==> src/rtl/cfs_pkg.sv <==
package cfs_pkg;
    typedef enum logic [1:0] {
        ST_IDLE = 2'd0,
        ST_FILL = 2'd1,
        ST_RUN  = 2'd2,
        ST_READ = 2'd3
    } cfs_state_e;
endpackage

==> src/rtl/cfs_store.sv <==
module cfs_store #(
    parameter int DEPTH = 32,
    parameter int DW    = 8,
    localparam int AW   = $clog2(DEPTH),
    localparam int CW   = AW + 1
) (
    input  logic          clk,
    input  logic          rst_n,
    input  logic          push,
    input  logic [DW-1:0] wdata,
    input  logic          pop,
    output logic [DW-1:0] rdata,
    output logic [CW-1:0] level,
    output logic          full,
    output logic          empty
);
    logic [DW-1:0] mem [DEPTH];
    logic [AW-1:0] wptr, rptr;
    logic          do_push, do_pop;

    assign full    = (level == CW'(DEPTH));
    assign empty   = (level == '0);
    assign do_push = push & ~full;
    assign do_pop  = pop & ~empty;
    assign rdata   = mem[rptr];

    always_ff @(posedge clk) begin
        if (do_push) mem[wptr] <= wdata;
    end

    always_ff @(posedge clk) begin
        if (!rst_n) begin
            wptr  <= '0;
            rptr  <= '0;
            level <= '0;
        end else begin
            if (do_push) wptr <= wptr + AW'(1);
            if (do_pop)  rptr <= rptr + AW'(1);
            unique case ({do_push, do_pop})
                2'b10:   level <= level + CW'(1);
                2'b01:   level <= level - CW'(1);
                default: level <= level;
            endcase
        end
    end

    // a push into a full FIFO without a pop leaves the level alone
    a_r14_full_drop: assert property (@(posedge clk) disable iff (!rst_n)
        (full && push && !pop) |=> (level == CW'(DEPTH)));
    // level never goes past the depth
    a_r14_bounded: assert property (@(posedge clk) disable iff (!rst_n)
        level <= CW'(DEPTH));
endmodule

==> src/rtl/cfs_thresh.sv <==
module cfs_thresh #(
    parameter int DEPTH = 32,
    parameter int LW    = 12,
    localparam int CW   = $clog2(DEPTH) + 1
) (
    input  logic          eager,
    input  logic [LW-1:0] blk_len,
    output logic [CW-1:0] thr
);
    localparam logic [LW-1:0] LEN_3Q = LW'((3 * DEPTH) / 4);
    localparam logic [LW-1:0] LEN_H  = LW'(DEPTH / 2);

    always_comb begin
        if (eager)                 thr = CW'(1);
        else if (blk_len >= LEN_3Q) thr = CW'(DEPTH / 2);
        else if (blk_len >= LEN_H)  thr = CW'(DEPTH / 4);
        else                        thr = CW'(blk_len);
    end
endmodule

==> src/rtl/cfs_flags.sv <==
module cfs_flags (
    input  logic clk,
    input  logic rst_n,
    input  logic rs_mode,
    input  logic set_unf,
    input  logic set_ovf,
    input  logic cmd_new,
    input  logic stat_rd,
    output logic unf,
    output logic ovf
);
    logic clr;

    assign clr = rs_mode ? stat_rd : cmd_new;

    always_ff @(posedge clk) begin
        if (!rst_n) begin
            unf <= 1'b0;
            ovf <= 1'b0;
        end else begin
            unf <= set_unf | (unf & ~clr);
            ovf <= set_ovf | (ovf & ~clr);
        end
    end

    // status read clears when that policy is chosen
    a_r10_rd_clear: assert property (@(posedge clk) disable iff (!rst_n)
        (rs_mode && stat_rd && !set_unf) |=> !unf);
    // status read leaves the flag alone under the command policy
    a_r9_rd_keep: assert property (@(posedge clk) disable iff (!rst_n)
        (!rs_mode && stat_rd && !cmd_new && ovf) |=> ovf);
endmodule

==> src/rtl/cardfifo_start_ctrl.sv <==
module cardfifo_start_ctrl #(
    parameter int DEPTH = 32,
    parameter int DW    = 8,
    parameter int LW    = 12,
    parameter int BW    = 8
) (
    input  logic          clk,
    input  logic          rst_n,
    input  logic          cfg_wr,
    input  logic          cfg_lock,
    input  logic          cfg_eager,
    input  logic          cfg_flag_rs,
    input  logic          cfg_sync_xfer,
    input  logic [LW-1:0] cfg_blk_len,
    input  logic          cmd_new,
    input  logic          cmd_write,
    input  logic [BW-1:0] cmd_blocks,
    input  logic          cmd_pend,
    input  logic          stat_rd,
    input  logic          host_push,
    input  logic [DW-1:0] host_wdata,
    input  logic          host_pop,
    output logic [DW-1:0] host_rdata,
    input  logic          card_pop,
    output logic [DW-1:0] card_rdata,
    input  logic          card_push,
    input  logic [DW-1:0] card_wdata,
    output logic          xfer_go,
    output logic          flag_unf,
    output logic          flag_ovf,
    output logic          cmd_issue
);
    import cfs_pkg::*;

    localparam int CW = $clog2(DEPTH) + 1;

    cfs_state_e    state_q, state_d;
    logic          eager_q, rs_q, sync_q;
    logic [LW-1:0] len_q, wcnt_q;
    logic [BW-1:0] blocks_q, bdone_q;
    logic          pend_q, issue_q;

    logic          f_push, f_pop, f_full, f_empty;
    logic [DW-1:0] f_wdata, f_rdata;
    logic [CW-1:0] f_level, thr;
    logic          ge_thr, wr_word, rd_word, word_ev, blk_end, xfer_end;
    logic          set_unf, set_ovf, release_ok;

    // configuration register with write protection
    always_ff @(posedge clk) begin
        if (!rst_n) begin
            eager_q <= 1'b0;
            rs_q    <= 1'b0;
            sync_q  <= 1'b0;
            len_q   <= LW'(DEPTH);
        end else if (cfg_wr && !cfg_lock) begin
            eager_q <= cfg_eager;
            rs_q    <= cfg_flag_rs;
            sync_q  <= cfg_sync_xfer;
            len_q   <= cfg_blk_len;
        end
    end

    cfs_store #(.DEPTH(DEPTH), .DW(DW)) u_store (
        .clk(clk), .rst_n(rst_n), .push(f_push), .wdata(f_wdata),
        .pop(f_pop), .rdata(f_rdata), .level(f_level),
        .full(f_full), .empty(f_empty)
    );

    cfs_thresh #(.DEPTH(DEPTH), .LW(LW)) u_thresh (
        .eager(eager_q), .blk_len(len_q), .thr(thr)
    );

    cfs_flags u_flags (
        .clk(clk), .rst_n(rst_n), .rs_mode(rs_q), .set_unf(set_unf),
        .set_ovf(set_ovf), .cmd_new(cmd_new), .stat_rd(stat_rd),
        .unf(flag_unf), .ovf(flag_ovf)
    );

    // output and datapath decode
    always_comb begin
        f_push     = (state_q == ST_READ) ? card_push : host_push;
        f_wdata    = (state_q == ST_READ) ? card_wdata : host_wdata;
        f_pop      = (state_q == ST_RUN) ? card_pop : host_pop;
        host_rdata = f_rdata;
        card_rdata = f_rdata;
        xfer_go    = (state_q == ST_RUN);
        cmd_issue  = issue_q;
        ge_thr     = (f_level >= thr);
        wr_word    = (state_q == ST_RUN) && card_pop && !f_empty;
        rd_word    = (state_q == ST_READ) && card_push && !f_full;
        word_ev    = wr_word | rd_word;
        blk_end    = word_ev && (wcnt_q == len_q - LW'(1));
        xfer_end   = (blocks_q != '0) && (bdone_q == blocks_q - BW'(1));
        set_unf    = (state_q == ST_RUN) && card_pop && f_empty;
        set_ovf    = (state_q == ST_READ) && card_push && f_full;
        release_ok = pend_q && ((state_q == ST_IDLE) ||
                     (blk_end && (!sync_q || blocks_q == '0 || xfer_end)));
    end

    // next state
    always_comb begin
        state_d = state_q;
        unique case (state_q)
            ST_IDLE: state_d = ST_IDLE;
            ST_FILL: if (ge_thr) state_d = ST_RUN;
            ST_RUN:  if (blk_end) state_d = xfer_end ? ST_IDLE : ST_FILL;
            ST_READ: if (blk_end && xfer_end) state_d = ST_IDLE;
        endcase
        if (cmd_new) state_d = cmd_write ? ST_FILL : ST_READ;
    end

    // state register and transfer counters
    always_ff @(posedge clk) begin
        if (!rst_n) begin
            state_q  <= ST_IDLE;
            wcnt_q   <= '0;
            bdone_q  <= '0;
            blocks_q <= '0;
            pend_q   <= 1'b0;
            issue_q  <= 1'b0;
        end else begin
            state_q <= state_d;
            if (cmd_new) begin
                wcnt_q   <= '0;
                bdone_q  <= '0;
                blocks_q <= cmd_blocks;
            end else if (blk_end) begin
                wcnt_q  <= '0;
                bdone_q <= bdone_q + BW'(1);
            end else if (word_ev) begin
                wcnt_q <= wcnt_q + LW'(1);
            end
            issue_q <= release_ok;
            pend_q  <= (pend_q && !release_ok) || cmd_pend;
        end
    end

    // a write block only starts once the fill threshold was met
    a_r2_start_on_thr: assert property (@(posedge clk) disable iff (!rst_n)
        $rose(xfer_go) |-> $past(ge_thr));
    // an empty-FIFO pop during a running block raises underflow
    a_r7_unf_set: assert property (@(posedge clk) disable iff (!rst_n)
        (xfer_go && card_pop && f_empty) |=> flag_unf);
    // a full-FIFO push during a read raises overflow
    a_r8_ovf_set: assert property (@(posedge clk) disable iff (!rst_n)
        (state_q == ST_READ && card_push && f_full) |=> flag_ovf);
    // an issue pulse always follows a queued command
    a_r11_issue_queued: assert property (@(posedge clk) disable iff (!rst_n)
        cmd_issue |-> $past(pend_q));
    // locked configuration stays put
    a_r13_locked_cfg: assert property (@(posedge clk) disable iff (!rst_n)
        cfg_lock |=> $stable({eager_q, rs_q, sync_q, len_q}));
endmodule

==> config.mk <==
export PLATFORM = sky130hd
export DESIGN_NAME = cardfifo_start_ctrl
export DESIGN_NICKNAME = d
export VERILOG_FILES = /design/src/rtl/cfs_pkg.sv /design/src/rtl/cfs_store.sv /design/src/rtl/cfs_thresh.sv /design/src/rtl/cfs_flags.sv /design/src/rtl/cardfifo_start_ctrl.sv
export SDC_FILE = /design/constraint.sdc
export NUM_CORES = 1
export LEC_CHECK = 0
export BUFFER_PORTS_ARGS = -buffer_cell sky130_fd_sc_hd__buf_2
export CAP_MARGIN = 10
export CORE_AREA = 4 4 265 163
export DETAILED_ROUTE_END_ITERATION = 12
export DIE_AREA = 0 0 269 167
export SYNTH_ARGS = -nofsm -noshare
export SYNTH_HDL_FRONTEND = slang
export SYNTH_SLANG_ARGS = --single-unit
==> constraint.sdc <==
create_clock -name clk -period 7.58 [get_ports clk]
set_input_delay 0.758 -clock clk [delete_from_list [all_inputs] [get_ports clk]]
set_output_delay 0.758 -clock clk [all_outputs]
set_load 0.05 [all_outputs]
Yosys cells after proc, flatten, opt, wreduce, memory -nomap -nowiden
Memories as Yosys holds them, arrays and structs flattened. A register that Yosys moved wholly into a read port is not among the register bits.
Cells that the tools add are included.
Word-level totals
  bits in registers: 65
  bits in writable memories: 256
  output and inout port bits: 20
  word-level logic and storage cells: 98
  memories kept: 1
Cells by class
  add/sub/neg operators: 8
  magnitude comparators: 3
  eq/ne operators: 11
  muxes and demuxes: 19
  bitwise logic cells: 11
  reduce and logical (&&, ||, !) cells: 30
Memory list
  u_store.mem: words 32, width 8, read ports 1, clocked after memory_dff 1, wr ports 1, RTL line cfs_store.sv:17  | logic [DW-1:0] mem [DEPTH];
Operators with widths (count)
  $ge A12 B5 Y1 const B: 2
  $mux W6: 3
  $logic_and A1 B1 Y1: 13
  $add A12 B1 Y12 const B: 1
  $eq A12 B12 Y1: 1
  $pmux W6 S2: 1
  $sub A12 B1 Y12 const B: 1
  $add A5 B1 Y5 const B: 2
  $mux W2: 5
  $mux W5: 2
  $add A8 B1 Y8 const B: 1
  $eq A8 B8 Y1: 1
  $logic_not A8 Y1: 1
  $mux W8: 1
  $pmux W2 S4: 1
  $reduce_bool A8 Y1: 1
  $sub A8 B1 Y8 const B: 1
  $add A6 B1 Y6 const B: 1
  $eq A2 B2 Y1 const B: 3
  $eq A6 B6 Y1 const B: 1
  $ge A6 B6 Y1: 1
  $logic_not A6 Y1: 1
  $mux W1: 6
  $ne A3 B2 Y1 const B: 2
  other kinds (13): 29

Longest topological paths before layout
  depth after elaboration: 11
  mapped depth: 14

By module
A second synthesis with hierarchy kept.
Second synthesis, totals
  cells, all modules: 1015
  area total of the unflattened synthesis: 14302.5 sq um
By module, submodules not included
  cfs_store: times used 1, cells an instance 629, area an instance 11133.2 sq um, sequential area each 8107.8 sq um
  cardfifo_start_ctrl: times used 1, cells an instance 364, area an instance 2984.1 sq um, sequential area each 940.9 sq um
  cfs_thresh: times used 1, cells an instance 13, area an instance 101.3 sq um, sequential area each 0.0 sq um
  cfs_flags: times used 1, cells an instance 9, area an instance 83.8 sq um, sequential area each 40.0 sq um

Worst setup path after synthesis
Ideal clock, no wire load.
  path kind: flip-flop to output port
  from: register (tool-made name)
  to: output port host_rdata[0]
  data arrival time: 2858 ps
  required time: 6822 ps
  path slack: 3964 ps
  cell stages (with the launch flop): 7
  path buffers: 3
  cell sequence: dfxtp_1 -> clkbuf_1 -> buf_1 -> mux4_2 -> mux4_2 -> mux2_2 -> buf_4
RTL lines
  to (decl): RTL line cardfifo_start_ctrl.sv:23  | output logic [DW-1:0] host_rdata,

==> results.tsv <==
stage	metric	value	unit
clock_tree	cts_hold_buf	0	
cells_and_area	syn_to_final_growth	13.45	%
global_routing	grt_pass1_vias	8065	
timing	fin_crit	4.440	ns
cells_and_area	fin_cells	1529	
timing	setup_viol	0	
clock_tree	clkLatencyLatePin	0.52	ns
route	wl	34.44	mm
yosys	synth_largest_area_cell	edfxtp_1	
route	detail-route-antenna-nets	0	
clock_tree	root_buffer	clkbuf_16	
die	rows	57	
route	via_per_inst	5.343	
placed_design	port_buffers	70	
yosys	netlist-cell-type-count	60	
yosys	synth_edf_count	256	
timing	tns	0	ns
cells_and_area	fin_nets	1052	
global_routing	antenna_found_initial	1	
critical_path	ff2ff_setup_slack	3.83	ns
cells_and_area	antenna_cells	0	
cells_and_area	drive_gt1_share	24.55	%
critical_path	worstSetupPathType	reg2out	
critical_path	worstPathRequired	6.82	ns
cells_and_area	mostFrequentLayoutCells	256 x edfxtp_1, 80 x mux4_2, 70 x buf_2, 69 x nand2_1, 67 x dfxtp_1	
yosys	synth.net_count	982	
placed_design	dp_cells	1472	
critical_path	crit_path_end_kind	output pin	
critical_path	slowest_stage	buf_4	
die	die_w	269	um
power	p_leak	5.185	nW
die	core-area	40440	um^2
min_path	min_path_cells	2	
critical_path	cp.arrival	3.68	ns
outcome	status	finished clean	
global_routing	grt_pass1_wl	52.12	mm
power	power_density	283.5	nW/um^2
yosys	syn_inst	908	
yosys	syn_avg_cell_area	15.52	um^2
placed_design	pre_cts_slack	3.609	ns
critical_path	crit_fanout	39	
yosys	synth_area	14100	um^2
yosys	yosysWarningCount	0	
yosys	netlist.area_leader.share	54.54	%
route	vias	8169	
route	wl_per_cell	22.52	um
power	ir_worst_vdd	0.1580	mV
clock_tree	clkTransAtPathRegs	0.06	ns
critical_path	cp_slowest_stage_delay	0.71	ns
die	die_h	167	um
yosys	yosysSeqAreaShare	64.48	%
min_path	hold_path_end	u_flags.ovf$_SDFF_PN0_	
critical_path	reg2regPathDepth	9	
critical_path	crit_chain	buf_4, mux4_2, mux4_2, mux2_2, buf_2	
critical_path	start_kind	register	
placed_design	hpwl	22.89	mm
min_path	min_from	u_flags.ovf$_SDFF_PN0_	
timing	slew_viol_final	0	
route	drtPass1Iterations	5	
timing	fmax	225.2	MHz
yosys	synth_area_leaders	edfxtp_1 55%, mux4_2 13%, dfxtp_1 9.9%, ha_1 2.0%, xnor2_1 1.9%	
timing	fin_skew	0.01718	ns
timing	worst_slew_pin_slew	1.201	ns
die	fp.dieArea	44920	um^2
critical_path	r2r_start	len_q[0]$_SDFFE_PN0P_	
critical_path	r2r-end	bdone_q[2]$_SDFFE_PP0P_	
clock_tree	cts_sinks	326	
critical_path	crit_top_cell	mux4_2	
yosys	synth-main-ff-cell	edfxtp_1	
die	initial_core_util	34.86	%
global_routing	grt_overflow	0	
job	max_cap_violations	0	
clock_tree	cts_buffer_depth	3	
route	drt_iter0_markers	807	
clock_tree	cts_tree	done	
yosys	synth_seq_cells	326	
global_routing	grt_usage	15.42	%
timing	max_slew_margin	19.64	%
clock_tree	numCtsBuffers	34	
timing	rsz0062_at_grt	false	
global_routing	grt_max_degree	65	
yosys	async_flop_share	0	%
clock_tree	post_cts_buffers	0	
timing	hold_viol	0	
die	pin_count	71	
clock_tree	htree_levels	2	
min_path	hp-class	reg2reg	
timing	fin_crit_sh	58.58	%
placed_design	gp_congestion	0.7827	
power	total_power	4.533	mW
cells_and_area	layout_commonest_cell	edfxtp_1	
route	drc	0	
timing	fin_ws	3.140	ns
clock_tree	cts_resized	0	
==> critical path: cells and delay by family, from the launching register on <==
family / cells / cell delay [ns]
mux: 3 / 1.48
flops: 1 / 0.68
buf+inv: 2 / 0.93
==> registers in the layout, summed over array words and instances, names as in the netlist, named ones only <==
signal,cells
bdone_q,8
blocks_q,8
cmd_issue,1
eager_q,1
len_q,12
pend_q,1
rs_q,1
state_q,2
sync_q,1
u_flags.ovf,1
u_flags.unf,1
u_store.level,6
u_store.mem,256
u_store.rptr,5
u_store.wptr,5
wcnt_q,12
==> power breakdown <==
group	internal (mW)	switching, mW	total (mW)	leakage (nW)
combinational	0.387	0.558	0.945	1.84
sequential	2.00	0.0730	2.08	2.88
clock	0.828	0.684	1.51	0.465
==> how the worst max path moves through the flow <==
| stage | from | endpoint | slack, ns | cells past startpoint |
|---|---|---|---|---|
| 2_1_floorplan | register | host_rdata[0] | 3.96 | 6 |
| 3_3_place_gp | register | host_rdata[4] | 3.63 | 5 |
| 3_5_place_dp | register | card_rdata[2] | 3.61 | 5 |
| 4_1_cts | register | card_rdata[2] | 3.04 | 5 |
| 5_1_grt | register | card_rdata[4] | 2.87 | 5 |
| 6_report | register | card_rdata[2] | 3.14 | 5 |
==> per-stage QoR <==
| step | hold WS, ns | area [um^2] | util (%) |
|---|---|---|---|
| after floorplan | 0.4435 | 14100 | - |
| after CTS | 0.4442 | 15980 | 39.52 |
| after global placement | 0.4645 | 15000 | 37.10 |
| after global routing | 0.4676 | 15990 | 39.55 |
| after detailed placement | 0.4577 | 15000 | 37.10 |
| final | 0.4625 | 15990 | 39.55 |
==> routing by layer <==
metal	wire [um]	up-vias	track usage (%)	part of all wire, %
met1	17250	4168	25.63	50
met2	13460	325	19.71	39
met5	13	-	0	0.038
met4	569	2	3.338	1.7
met3	3149	44	3.996	9.1
li1	-	3630	-	-
==> cells by family (layout without fill, tap and decap cells) <==
kind of cell	Yosys count	count (layout)	synth area share (%)
DFF	326	326	64.48
muxes	113	113	15.27
buffers and inverters	71	161	2.184
other	1	1	0.02660
xor gates and xnor gates	48	48	2.982
and+or+nand+nor	246	246	8.841
AOI/OAI and AO/OA	80	80	4.128
adders and majority gates	23	23	2.095
==> Yosys cell counts, types with 5 or more instances <==
cell and count:
or3_1 5, inv_1 17, buf_1 12, o211ai_1 6
a21boi_0 16, xor2_1 17, clkbuf_1 30, nand4_1 12
nand3b_1 5, a21o_1 5, ha_1 22, o41ai_1 5
a21oi_1 10, mux2i_1 17, nand2b_1 8, mux4_2 80
xnor2_1 31, buf_4 8, or2_2 5, nand3_1 15
and2_1 15, nor4_1 6, nand2_1 69, nor2b_1 16
nor2_1 50, nor3_1 22, dfxtp_1 70, mux2_2 16
o21ai_0 11, edfxtp_1 256
==> cell type report <==
class | count | area (um^2)
clock inverter | 16 | 106.4
inverter | 17 | 63.81
timing repair buffer | 88 | 489.2
fill | 3644 | 24450
multi-input combinational | 511 | 4700
tap | 531 | 664.4
clock buffer | 40 | 873.3
sequential | 326 | 9095
(Power assumes the default switching activity.)
